--- config.mk ---
export PLATFORM = sky130hd
export DESIGN_NAME = nest_irq_ctrl
export DESIGN_NICKNAME = d
export VERILOG_FILES = /design/src/rtl/nirq_pkg.sv /design/src/rtl/nirq_cfg.sv /design/src/rtl/nirq_ext.sv /design/src/rtl/nirq_arb.sv /design/src/rtl/nirq_nest.sv /design/src/rtl/nest_irq_ctrl.sv
export SDC_FILE = /design/constraint.sdc
export NUM_CORES = 1
export LEC_CHECK = 0
export BUFFER_PORTS_ARGS = -buffer_cell sky130_fd_sc_hd__clkbuf_2
export CAP_MARGIN = 20
export CORE_MARGIN = 2
export CORE_UTILIZATION = 55
export DETAILED_ROUTE_END_ITERATION = 10
export GPL_ROUTABILITY_DRIVEN = 1
export PLACE_DENSITY_LB_ADDON = 0.12
export SLEW_MARGIN = 20
export SYNTH_ARGS = -nofsm -noshare
export SYNTH_HDL_FRONTEND = slang
export SYNTH_HIERARCHICAL = 1
export SYNTH_SLANG_ARGS = --single-unit
export TNS_END_PERCENT = 5
--- constraint.sdc ---
create_clock -name clk -period 19.8 [get_ports clk]
set_clock_uncertainty 0.15 [all_clocks]
set_input_delay 0 -clock clk [delete_from_list [all_inputs] [get_ports clk]]
set_output_delay 0 -clock clk [all_outputs]
set_load 0.005 [all_outputs]
--- src/rtl/nirq_pkg.sv ---
package nirq_pkg;
   localparam int unsigned NIRQ_LEVELS = 4;
   typedef logic [1:0] nirq_lvl_t;

   // configuration register map
   localparam int unsigned REG_EN_LO   = 0;
   localparam int unsigned REG_EN_HI   = 1;
   localparam int unsigned REG_PL_LO   = 2;
   localparam int unsigned REG_PH_LO   = 3;
   localparam int unsigned REG_PL_HI   = 4;
   localparam int unsigned REG_PH_HI   = 5;
   localparam int unsigned REG_TRIG    = 6;
endpackage

--- src/rtl/nirq_cfg.sv ---
module nirq_cfg #(
   parameter int unsigned NUM_SRC = 15,
   parameter int unsigned DATA_W  = 8,
   parameter int unsigned NUM_EXT = 2,
   parameter int unsigned ADDR_W  = 3
) (
   input  logic               clk,
   input  logic               rst_n,
   input  logic               we,
   input  logic [ADDR_W-1:0]  addr,
   input  logic [DATA_W-1:0]  wdata,
   output logic               glob_en,
   output logic [NUM_SRC-1:0] en_vec,
   output logic [NUM_SRC-1:0] plo_vec,
   output logic [NUM_SRC-1:0] phi_vec,
   output logic [NUM_EXT-1:0] edge_mode
);
   import nirq_pkg::*;

   localparam int unsigned EN_SPLIT = DATA_W - 1;
   localparam int unsigned PR_SPLIT = DATA_W;

   logic hit_en_lo, hit_en_hi, hit_pl_lo, hit_ph_lo, hit_pl_hi, hit_ph_hi, hit_trig;

   always_comb begin
      hit_en_lo = we && (addr == ADDR_W'(REG_EN_LO));
      hit_en_hi = we && (addr == ADDR_W'(REG_EN_HI));
      hit_pl_lo = we && (addr == ADDR_W'(REG_PL_LO));
      hit_ph_lo = we && (addr == ADDR_W'(REG_PH_LO));
      hit_pl_hi = we && (addr == ADDR_W'(REG_PL_HI));
      hit_ph_hi = we && (addr == ADDR_W'(REG_PH_HI));
      hit_trig  = we && (addr == ADDR_W'(REG_TRIG));
   end

   always_ff @(posedge clk or negedge rst_n) begin
      if (!rst_n)         glob_en <= 1'b0;
      else if (hit_en_lo) glob_en <= wdata[DATA_W-1];
   end

   for (genvar i = 0; i < NUM_SRC; i++) begin : g_src
      logic en_hit, pl_hit, ph_hit, en_bit, pl_bit, ph_bit;
      if (i < EN_SPLIT) begin : g_en_lo
         assign en_hit = hit_en_lo;
         assign en_bit = wdata[i];
      end else begin : g_en_hi
         assign en_hit = hit_en_hi;
         assign en_bit = wdata[i-EN_SPLIT];
      end
      if (i < PR_SPLIT) begin : g_pr_lo
         assign pl_hit = hit_pl_lo;
         assign ph_hit = hit_ph_lo;
         assign pl_bit = wdata[i];
         assign ph_bit = wdata[i];
      end else begin : g_pr_hi
         assign pl_hit = hit_pl_hi;
         assign ph_hit = hit_ph_hi;
         assign pl_bit = wdata[i-PR_SPLIT];
         assign ph_bit = wdata[i-PR_SPLIT];
      end
      always_ff @(posedge clk or negedge rst_n) begin
         if (!rst_n) begin
            en_vec[i]  <= 1'b0;
            plo_vec[i] <= 1'b0;
            phi_vec[i] <= 1'b0;
         end else begin
            if (en_hit) en_vec[i]  <= en_bit;
            if (pl_hit) plo_vec[i] <= pl_bit;
            if (ph_hit) phi_vec[i] <= ph_bit;
         end
      end
   end

   for (genvar e = 0; e < NUM_EXT; e++) begin : g_mode
      always_ff @(posedge clk or negedge rst_n) begin
         if (!rst_n)        edge_mode[e] <= 1'b0;
         else if (hit_trig) edge_mode[e] <= wdata[e];
      end
   end
endmodule

--- src/rtl/nirq_ext.sv ---
module nirq_ext #(
   parameter int unsigned NUM_EXT = 2
) (
   input  logic               clk,
   input  logic               rst_n,
   input  logic [NUM_EXT-1:0] pin_n,
   input  logic [NUM_EXT-1:0] edge_mode,
   input  logic [NUM_EXT-1:0] taken,
   output logic [NUM_EXT-1:0] req
);
   for (genvar e = 0; e < NUM_EXT; e++) begin : g_pin
      logic prev_q, latch_q, fall;
      assign fall = prev_q && !pin_n[e];
      always_ff @(posedge clk or negedge rst_n) begin
         if (!rst_n) begin
            prev_q  <= 1'b1;
            latch_q <= 1'b0;
         end else begin
            prev_q <= pin_n[e];
            if (!edge_mode[e]) latch_q <= 1'b0;
            else if (fall)     latch_q <= 1'b1;
            else if (taken[e]) latch_q <= 1'b0;
         end
      end
      assign req[e] = edge_mode[e] ? latch_q : !pin_n[e];
   end
endmodule

--- src/rtl/nirq_arb.sv ---
module nirq_arb #(
   parameter int unsigned NUM_SRC = 15,
   parameter int unsigned VEC_W   = 4
) (
   input  logic [NUM_SRC-1:0] pend,
   input  logic [NUM_SRC-1:0] en_vec,
   input  logic               glob_en,
   input  logic [NUM_SRC-1:0] plo_vec,
   input  logic [NUM_SRC-1:0] phi_vec,
   input  logic               cur_any,
   input  nirq_pkg::nirq_lvl_t cur_lvl,
   output logic               found,
   output logic [VEC_W-1:0]   win_idx,
   output nirq_pkg::nirq_lvl_t win_lvl
);
   import nirq_pkg::*;

   nirq_lvl_t    lv [NUM_SRC];
   logic [NUM_SRC-1:0] elig;

   for (genvar i = 0; i < NUM_SRC; i++) begin : g_elig
      assign lv[i]   = {phi_vec[i], plo_vec[i]};
      assign elig[i] = pend[i] && en_vec[i] && glob_en && (!cur_any || (lv[i] > cur_lvl));
   end

   // descending scan with >= leaves the lowest index among the top level
   always_comb begin
      found   = 1'b0;
      win_idx = '0;
      win_lvl = '0;
      for (int i = NUM_SRC - 1; i >= 0; i--) begin
         if (elig[i] && (!found || (lv[i] >= win_lvl))) begin
            found   = 1'b1;
            win_idx = VEC_W'(i);
            win_lvl = lv[i];
         end
      end
   end
endmodule

--- src/rtl/nirq_nest.sv ---
module nirq_nest (
   input  logic                clk,
   input  logic                rst_n,
   input  logic                push,
   input  nirq_pkg::nirq_lvl_t push_lvl,
   input  logic                pop,
   output logic [nirq_pkg::NIRQ_LEVELS-1:0] isr_q,
   output logic                any,
   output nirq_pkg::nirq_lvl_t top_lvl
);
   import nirq_pkg::*;

   logic [NIRQ_LEVELS-1:0] top_oh, push_oh, isr_d;

   always_comb begin
      top_lvl = '0;
      for (int l = 0; l < int'(NIRQ_LEVELS); l++)
         if (isr_q[l]) top_lvl = nirq_lvl_t'(l);
   end

   assign any     = |isr_q;
   assign top_oh  = NIRQ_LEVELS'(1) << top_lvl;
   assign push_oh = NIRQ_LEVELS'(1) << push_lvl;

   always_comb begin
      isr_d = isr_q;
      if (pop && any) isr_d = isr_d & ~top_oh;
      if (push)       isr_d = isr_d | push_oh;
   end

   always_ff @(posedge clk or negedge rst_n) begin
      if (!rst_n) isr_q <= '0;
      else        isr_q <= isr_d;
   end
endmodule

--- src/rtl/nest_irq_ctrl.sv ---
module nest_irq_ctrl #(
   parameter int unsigned NUM_SRC = 15,
   parameter int unsigned NUM_EXT = 2,
   parameter int unsigned DATA_W  = 8,
   parameter int unsigned ADDR_W  = 3,
   localparam int unsigned VEC_W  = $clog2(NUM_SRC),
   localparam int unsigned NUM_PER = NUM_SRC - NUM_EXT
) (
   input  logic               clk,
   input  logic               rst_n,
   input  logic [NUM_EXT-1:0] ext_pin_n,
   input  logic [NUM_PER-1:0] periph_req,
   input  logic               cfg_we,
   input  logic [ADDR_W-1:0]  cfg_addr,
   input  logic [DATA_W-1:0]  cfg_wdata,
   input  logic               instr_edge,
   input  logic               iret,
   output logic               irq_ack,
   output logic [VEC_W-1:0]   irq_vec
);
   import nirq_pkg::*;

   if ((NUM_SRC <= DATA_W) || (NUM_SRC > 2*DATA_W - 1)) begin : g_bad_src
      $error("NUM_SRC must lie in DATA_W+1 .. 2*DATA_W-1");
   end
   if ((NUM_EXT < 1) || (NUM_EXT > DATA_W) || (NUM_EXT >= NUM_SRC)) begin : g_bad_ext
      $error("NUM_EXT out of range");
   end
   if (ADDR_W < 3) begin : g_bad_addr
      $error("ADDR_W must be at least 3");
   end

   logic               glob_en;
   logic [NUM_SRC-1:0] en_vec, plo_vec, phi_vec, pend;
   logic [NUM_EXT-1:0] edge_mode, ext_req, ext_taken;
   logic               win_found, cur_any, accept;
   logic [VEC_W-1:0]   win_idx;
   nirq_lvl_t          win_lvl, cur_lvl;
   logic [NIRQ_LEVELS-1:0] isr_q;

   nirq_cfg #(.NUM_SRC(NUM_SRC), .DATA_W(DATA_W), .NUM_EXT(NUM_EXT), .ADDR_W(ADDR_W)) u_cfg (
      .clk(clk), .rst_n(rst_n), .we(cfg_we), .addr(cfg_addr), .wdata(cfg_wdata),
      .glob_en(glob_en), .en_vec(en_vec), .plo_vec(plo_vec), .phi_vec(phi_vec),
      .edge_mode(edge_mode));

   for (genvar e = 0; e < NUM_EXT; e++) begin : g_take
      assign ext_taken[e] = accept && (win_idx == VEC_W'(e));
   end

   nirq_ext #(.NUM_EXT(NUM_EXT)) u_ext (
      .clk(clk), .rst_n(rst_n), .pin_n(ext_pin_n), .edge_mode(edge_mode),
      .taken(ext_taken), .req(ext_req));

   assign pend = {periph_req, ext_req};

   nirq_arb #(.NUM_SRC(NUM_SRC), .VEC_W(VEC_W)) u_arb (
      .pend(pend), .en_vec(en_vec), .glob_en(glob_en), .plo_vec(plo_vec),
      .phi_vec(phi_vec), .cur_any(cur_any), .cur_lvl(cur_lvl),
      .found(win_found), .win_idx(win_idx), .win_lvl(win_lvl));

   assign accept = instr_edge && win_found;

   nirq_nest u_nest (
      .clk(clk), .rst_n(rst_n), .push(accept), .push_lvl(win_lvl), .pop(iret),
      .isr_q(isr_q), .any(cur_any), .top_lvl(cur_lvl));

   always_ff @(posedge clk or negedge rst_n) begin
      if (!rst_n) begin
         irq_ack <= 1'b0;
         irq_vec <= '0;
      end else begin
         irq_ack <= accept;
         if (accept) irq_vec <= win_idx;
      end
   end
endmodule

* Yosys cells after proc, flatten, opt, wreduce, memory -nomap -nowiden
Cells that the tools add are included.
** Storage, ports and cells
- Bits of input ports :: 31
- Flip-flop bits (word level) :: 61
- Output and inout port bits :: 5
** Operators by class
- Muxes and demuxes :: 58
- $lt $le $gt $ge :: 29
- Reduce and logical (&&, ||, !) cells :: 121
- Equality and inequality tests :: 9
- Bitwise operators :: 3
- Shifts and indexed selects :: 2
** Operator list (number)
- logical AND 1 bit :: 72
- 2-to-1 mux 4 bit :: 17
- 2-to-1 mux 2 bit :: 17
- greater-than comparator 2 bit :: 15
- logical OR 1 bit :: 29
- greater-or-equal comparator 2 bit :: 14
- 2-to-1 mux 1 bit :: 24
- zero test 1 bit :: 17
- == test 3 bit, second input constant :: 3
- << shifter 1 x 2 -> 4 bit, first input constant :: 2
- == test 3 x 2 -> 1 bit, second input constant :: 2
- inequality test 3 x 2 -> 1 bit, second input constant :: 2
- AND 4 bit :: 1
- == test 4 x 1 -> 1 bit, second input constant :: 1
- zero test 4 bit :: 1
- NOT 4 bit :: 1
- bitwise OR 4 bit :: 1
- OR reduction 4 bit :: 1
- == test 3 x 1 -> 1 bit, second input constant :: 1
- zero test 3 bit :: 1

* Longest topological paths before layout
Gate-level depths: netlist of the first run.
- Word-level depth :: 68
- Gate-level depth with buffers :: 104
- Mapped depth without buffers :: 102

* By module
Netlist of the first run, hierarchy kept.
** By module, submodules not included
- nirq_arb :: instances 1, area an instance 2313.5 µm², cells an instance 317, seq. area each 0.0 µm²
- nirq_cfg :: instances 1, area an instance 1855.5 µm², cells an instance 107, seq. area each 1201.2 µm²
- nest_irq_ctrl :: instances 1, area an instance 201.4 µm², cells an instance 15, seq. area each 125.1 µm²
- nirq_nest :: instances 1, area an instance 196.4 µm², cells an instance 21, seq. area each 100.1 µm²
- nirq_ext :: instances 1, area an instance 175.2 µm², cells an instance 14, seq. area each 102.6 µm²

* Worst setup path before layout of the first run
OpenSTA, ideal clock, no wires.
- Path kind :: flip-flop to flip-flop
- From :: register u_nest/isr_q[2] (netlist bit)
- To :: register u_ext.g_pin[0].latch_q
- Slack :: 0.647 ns
- Setup time :: 0.073 ns
- Arrival :: 18.930 ns
- Cell stages (with the launch flop) :: 101
- Cells stage by stage :: dfrtp_1 > o21ai_0 > ha_1 > nor2b_1 > o311a_1 > buf_6 > and2_4 > ha_1 > nand2b_1 > a21oi_1 > a21oi_2 > mux2_2 > ha_1 > nand2b_1 > a21oi_1 > o21ai_1 > nand2_1 > mux2_2 > [65 not listed] > a211o_1 > o21a_2 > ha_1 > nand2b_1 > a21oi_1 > a21boi_2 > mux2_2 > ha_1 > nand2b_1 > a21o_1 > o21ai_1 > nand2b_1 > nand2b_1 > nor3_1 > or4_1 > nor2_1 > nand2b_1 > a21boi_2
** Between the ends
- Cells in the longest elaborated chain, start to end :: 65
- Elaborated cells between the ends (all ways) :: 153
- Those cells by class :: 29 x order compare; 1 x eq/ne; 46 x mux; 77 x reduce/logical
** Ends and longest elaborated chain
- from (decl) :: line nirq_nest.sv:7 : output logic [nirq_pkg::NIRQ_LEVELS-1:0] isr_q,
- from (signal assigned) :: line nirq_nest.sv:33 : else isr_q <= isr_d;
- 2-to-1 mux 2 bit (*) (2 in series) :: line nirq_nest.sv:18 : if (isr_q[l]) top_lvl = nirq_lvl_t'(l);
- via cur_lvl[0] :: line nest_irq_ctrl.sv:38 : nirq_lvl_t win_lvl, cur_lvl;
- greater-than comparator 2 bit :: line nirq_arb.sv:23 : assign elig[i] = pend[i] && en_vec[i] && glob_en && (!cur_any || (lv[i] > cur_lvl));
- logical OR 1 bit :: line nirq_arb.sv:23
- logical AND 1 bit :: line nirq_arb.sv:23
- 2-to-1 mux 2 bit / 2-to-1 mux 1 bit (equally long branches) :: line nirq_arb.sv:32 : if (elig[i] && (!found || (lv[i] >= win_lvl))) begin
- greater-or-equal comparator 2 bit / zero test 1 bit (equally long branches) :: line nirq_arb.sv:32
- logical OR 1 bit :: line nirq_arb.sv:32
- [51 not listed]
- logical OR 1 bit :: line nirq_arb.sv:32
- logical AND 1 bit :: line nirq_arb.sv:32
- 2-to-1 mux 4 bit (*) :: line nirq_arb.sv:32
- via win_idx[3] :: line nest_irq_ctrl.sv:37 : logic [VEC_W-1:0] win_idx;
- zero test 4 bit (*) :: line nest_irq_ctrl.sv:47 : assign ext_taken[e] = accept && (win_idx == VEC_W'(e));
- logical AND 1 bit (*) :: line nest_irq_ctrl.sv:47
- via ext_taken[0] :: line nest_irq_ctrl.sv:35 : logic [NUM_EXT-1:0] edge_mode, ext_req, ext_taken;
- inequality test 3 x 2 -> 1 bit (no source line) (*)
- to (signal assigned) :: line nirq_ext.sv:20 : if (!edge_mode[e]) latch_q <= 1'b0;
- to (signal assigned) :: line nirq_ext.sv:21 : else if (fall) latch_q <= 1'b1;
- to (signal assigned) :: line nirq_ext.sv:22 : else if (taken[e]) latch_q <= 1'b0;
- to (decl) :: line nirq_ext.sv:12 : logic prev_q, latch_q, fall;
Mark *: on every way through the listed nets, which the timed path passes. The rest lies on a longest branch.
A chain may end at the register's enable or synchronous reset.

* Worst setup path after layout of the first run
Same ends and word-level chain as after synthesis.

==> impl_metrics.ini, run 1 <==
[run_status]
outcome = complete, no violations

[routing]
wl_per_cell_um = 18.97
ant_nets = 0
viasPerCell = 6.089
drt_first_pass_iters = 5
drt-total-wl_mm = 12.58
vias = 4037
drcViolationCount = 0
drtIter0Drc = 186

[placement]
place_ws_ns = -0.4458
place_area_um2 = 5047
gp_congestion = 0.8646
dp_cells = 612
dp_hpwl_mm = 8.867
portBuffers = 35

[synth]
synthMuxAreaShare = 0.1472
syn_avg_cell_area_um2 = 10.00
synth_common_cells = dfrtp_1 (59), mux2_2 (58), ha_1 (52)
synth_top_family_by_area = compound AO/OA/AOI/OAI gates
yosys.area.top_type = dfrtp_1
synth_xor_area_frac = 0
synth-seq-cells = 61
syn_area_um2 = 4742
synth_compound_area_frac = 0.1844
synthCells = 474
synth_seq_area_share = 0.3224
netlist_top_cells_area = dfrtp_1 (31%), mux2_2 (14%), ha_1 (14%)
synth_edf_count = 0
synth_fp_nets = 557
synthMostInstantiatedCell = dfrtp_1
async_reset_ff_frac = 1.000
ys_types = 73
synth_top_area_frac = 0.3113
yosysWarnings = 6
synthAdderAreaFrac = 0.1372
yosys.area_share.simple = 0.1731
synthFlopType = dfrtp_1

[worst_setup_path]
arrival_ns = 19.07
cp.required_ns = 19.88
slowest_delay_ns = 0.57
slowest_stage = or4_4
critPathLaunchType = flip-flop
cp_max_fo = 6
endpoint_kind = flip-flop
crit_type = flip-flop to flip-flop

[die]
die_w_um = 96.86
top_level_ports = 36
dieArea_um2 = 9381
start_util = 0.5714
coreArea_um2 = 8299
fp.dieH_um = 96.86
placementRows = 33

[layout]
regArea_um2 = 1529
area_delta_synth_final_pct = 21.35
num_antenna_cells = 0
nNetsFinal = 636
multiInputGateArea_um2 = 3206
layoutNonFillerInstCount = 663
final_layout_size_suffix_gt1_frac = 0.3495
fin_area_um2 = 5754
fill_cells = 635

[timing]
slew_viol_final = 0
setup_tns_ns = 0
hold_violations = 0
slew_headroom = 0.4064
final.period_utilization = 0.9594
setup-violations-final = 0
layout_min_cycle_time_ns = 19.00
max_freq_ghz = 0.05264
tightest_slew_ns = 0.8867
fin_ws_ns = 0.8030

[cts]
clock_latency_ns = 0.33
ctsLongestPathBuffers = 2
clockRootBuffer = clkbuf_8
path_clk_slew_ns = 0.07
cts.sinks = 61
cts_tree = yes
cts_buffers = 9
cts-htree-levels = 3

[power]
p_leak_nw = 2.640
vdd_drop_max_uv = 59.42
powerDensity_nw_per_um2 = 128.2

[worst_hold_path]
hp-class = primary input to flip-flop

[global_route]
grt_start_max_net_pins = 62
grt_pass1_wl_mm = 20.05
grt_pass1_vias = 4014
grt_overflow = 0
antenna_found_initial = 0
grtUsageTotal = 0.2661

[flow_run]
drv_cap = 0
## power breakdown
group | switching [mW] | leakage [nW] | internal, mW
logic | 0.227 | 1.78 | 0.194
registers | 0.0257 | 0.741 | 0.154
clock network | 0.0498 | 0.119 | 0.0868
total | 0.303 | 2.64 | 0.435
## through the flow
| step | power, mW | utilization | hold WS, ns |
|---|---|---|---|
| CTS | 0.6930 | 0.6611 | 0.005003 |
| global placement | 0.5216 | 0.6082 | -0.03743 |
| global route | 0.7963 | 0.6934 | 0.03055 |
| detailed placement | 0.5406 | 0.6082 | -0.03662 |
| finish | 0.7376 | 0.6934 | 0.02014 |
| floorplan | 0.4468 | - | -0.4456 |
## worst max-delay path, delay by kind of cell (launching register included)
family,cells,cell delay (ns)
and+or+nand+nor,34,5.36
muxes,8,2.61
adders and majority gates,15,3.85
DFF,1,0.41
AOI/OAI and AO/OA,41,6.32
buffers and inverters,2,0.15
## repair_timing
item / 4_1_cts / 5_1_grt
hold buffers: 14 / 0
buffers inserted: 1 / 20
resized for setup: 7 / 30
hold endpoints to repair: 115 / 0
pin swaps: 1 / 14
endpoints found under the setup margin: 9 / 10
## flip-flops by register name, summed over array words and instances, names as in the netlist
name / flops
u_cfg/glob_en: 1
u_cfg/phi_vec: 15
u_cfg/edge_mode: 2
u_cfg/plo_vec: 15
u_ext/g_pin.latch_q: 2
irq_vec: 4
u_nest/isr_q: 4
u_cfg/en_vec: 15
u_ext/g_pin.prev_q: 2
irq_ack: 1
## final cells by class
type	instances	area share
multi-input cells	374	0.5571
clock buffers	10	0.02392
inverters	30	0.02000
well taps	105	0.02283
clock inverters	6	0.01913
repair buffers	77	0.09132
flip-flops and latches	61	0.2657
## cells by family (layout without fill, tap and decap cells)
group	after synthesis	in the layout
compound gates	117	117
fa+ha+maj	52	52
buf+inv	39	123
flops	61	61
mux	62	62
simple gates	143	143
## metal layers
metal	up-vias	global-route usage	wire length [um]
li1	1917	-	-
met1	1990	0.3649	5682
met2	123	0.4466	6177
met3	7	0.04913	659
met4	0	0.04659	57
met5	-	0	0
## worst paths after layout
kind / from / endpoint / slack (ns) / cells after the start
max: u_nest/isr_q[2] / u_ext/g_pin[0].latch_q / 0.80 / 100
min: cfg_addr[1] / u_cfg/edge_mode[1] / 0.02 / 3
max reg2reg: u_nest/isr_q[2] / u_ext/g_pin[0].latch_q / 0.80 / 100
min reg2reg: irq_vec[0] / irq_vec[0] / 0.36 / 1
max in group asynchronous: rst_n / u_cfg/en_vec[9] / 18.78 / 3
min in group asynchronous: rst_n / u_cfg/en_vec[0] / 0.21 / 3
## layout by cell type, fill, tap and decap left out, types with 10 or more instances in the layout
master,netlist,final
nor2_1,20,16
nand2_1,33,32
o21ai_0,20,19
nand2b_1,21,19
nor2b_1,15,15
ha_1,52,51
mux2_2,58,55
dlygate4sd3_1,0,14
clkbuf_8,0,10
buf_4,0,28
a21oi_1,29,24
inv_1,29,29
dfrtp_1,59,59
clkbuf_2,0,35
nand3_1,20,20
Note: power is estimated with default switching activity, not from simulation.
==> run 2, diff against run 1 <==
clock period = 19.7 ns   (was 19.8 ns; I/O delays follow)
==> run 2 against run 1 <==
Against the previous run:
- global-route usage increased by 0.11 points
- hold slack got worse by 0.0071 ns
- first-iteration DRC count increased by 26%
- critical path type unchanged
- sequential cell count unchanged
- sequential power about the same
- critical path depth unchanged
- critical endpoint unchanged
==> impl_metrics.ini, run 2 (synthesis gave the netlist of run 1 again) <==
[timing]
final.period_utilization = 0.9526
fin_ws_ns = 0.9337
hold_violations = 0
slew_headroom = 0.3797
tightest_slew_ns = 0.9266
max_freq_ghz = 0.05329
holdWs_ns = 0.01306
slew_viol_final = 0
layout_min_cycle_time_ns = 18.77
setup-violations-final = 0

[global_route]
grt_start_max_net_pins = 62
antenna_found_initial = 0
grt_pass1_wl_mm = 20.08
grt_overflow = 0
grtUsageTotal = 0.2672
grt_pass1_vias = 3927

[routing]
ant_nets = 0
wl_per_cell_um = 19.25
viasPerCell = 6.165
drt_first_pass_iters = 5
vias = 4100
drtIter0Drc = 234
drcViolationCount = 0
drt-total-wl_mm = 12.80

[worst_setup_path]
r2r_slack_ns = 0.93
crit_type = flip-flop to flip-flop
cp.required_ns = 19.78
rr_endpoint = u_ext/g_pin[0].latch_q
critPathLaunchType = flip-flop
cp_common_cell = ha_1
arrival_ns = 18.85
slowest_delay_ns = 0.53
timing.rr.start = u_nest/isr_q[2]
endpoint_kind = flip-flop
r2r_cells = 100
cp_max_fo = 6
slowest_stage = or4_4

[layout]
nNetsFinal = 638
layout_common_cells = dfrtp_1 (59), mux2_2 (57), ha_1 (51)
final_common_cell = dfrtp_1
area_delta_synth_final_pct = 19.84
fin_util = 0.6848
final_layout_size_suffix_gt1_frac = 0.3446
fill_cells = 670
top_regs = u_cfg/en_vec x15, u_cfg/phi_vec x15, u_cfg/plo_vec x15
num_antenna_cells = 0

[power]
p_leak_nw = 2.633
vdd_drop_max_uv = 60.65
power.total_uw = 704.9
powerDensity_nw_per_um2 = 124.0

[die]
dieArea_um2 = 9381
fp.dieH_um = 96.86
placementRows = 33
top_level_ports = 36
start_util = 0.5714
coreArea_um2 = 8299
die_w_um = 96.86

[cts]
clock_latency_ns = 0.34
cts.sinks = 61
cts_buffers = 9
ctsLongestPathBuffers = 2
path_clk_slew_ns = 0.07
cts-htree-levels = 3
cts_tree = yes
clockRootBuffer = clkbuf_8

[run_status]
outcome = complete, no violations

[flow_run]
drv_cap = 0

[placement]
dp_hpwl_mm = 8.767
gp_congestion = 0.9046
place_ws_ns = -0.1902
portBuffers = 35

[worst_hold_path]
min-delay-start = cfg_we
hold_end = u_cfg/edge_mode[1]
hp-class = primary input to flip-flop
holdPathStages = 3
==> run 2: critical path, delay by kind of cell, from the launching register on <==
kind / cells / cell delay [ns]
multiplexers: 8 / 2.67
AND/OR/NAND/NOR: 34 / 5.26
AO/OA/AOI/OAI: 41 / 6.14
adder cells (fa/ha/maj): 15 / 3.87
flip-flops: 1 / 0.41
buffers and inverters: 2 / 0.15
==> run 2: repair_timing <==
| action | CTS | global route |
|---|---|---|
| endpoints found under the setup margin | 2 | 10 |
| hold buffers | 12 | 0 |
| buffers inserted | 1 | 22 |
| pin swaps | 0 | 17 |
| endpoints found under the hold margin | 115 | 0 |
| resized for setup | 3 | 31 |
==> run 2: worst max path at each step <==
stage	start	end	slack [ns]	depth (start not counted)
after floorplan	u_nest/isr_q[2]	u_ext/g_pin[0].latch_q	0.55	100
after global placement	u_nest/isr_q[2]	u_ext/g_pin[0].latch_q	0.20	98
after detailed placement	u_nest/isr_q[2]	u_ext/g_pin[0].latch_q	-0.19	98
after CTS	u_nest/isr_q[2]	u_ext/g_pin[0].latch_q	0.05	98
after global routing	u_nest/isr_q[2]	u_ext/g_pin[0].latch_q	-0.12	100
final	u_nest/isr_q[2]	u_ext/g_pin[0].latch_q	0.93	100
==> run 2: per-stage QoR <==
step	area (um2)	cells	setup TNS, ns
after CTS	5375	643	0
after detailed placement	5062	614	-0.3386
after global placement	5062	614	0
after floorplan	4742	474	0
final	5683	665	0
after global routing	5683	665	-0.1333
==> run 2: cell type report <==
class	instances	area [um2]	area share
clock buffer	14	162.7	0.02862
multi-input combinational	374	3199	0.5630
clock inverter	2	10.01	0.001761
sequential	61	1529	0.2690
inverter	30	115.1	0.02026
timing repair buffer	79	535.5	0.09423
tap	105	131.4	0.02312
==> run 2: power breakdown <==
part	internal, mW	total (mW)	switching [mW]
sequential	0.155	0.182	0.0263
combinational	0.194	0.424	0.230
clock	0.0523	0.0998	0.0475
total	0.401	0.705	0.304
==> run 2: layer usage <==
layer,global-route usage,vias up,share of wire
li1,-,1925,-
met5,0,-,0
met3,0.04335,24,0.046
met1,0.3830,2025,0.46
met4,0.06067,0,0.021
met2,0.4274,126,0.47
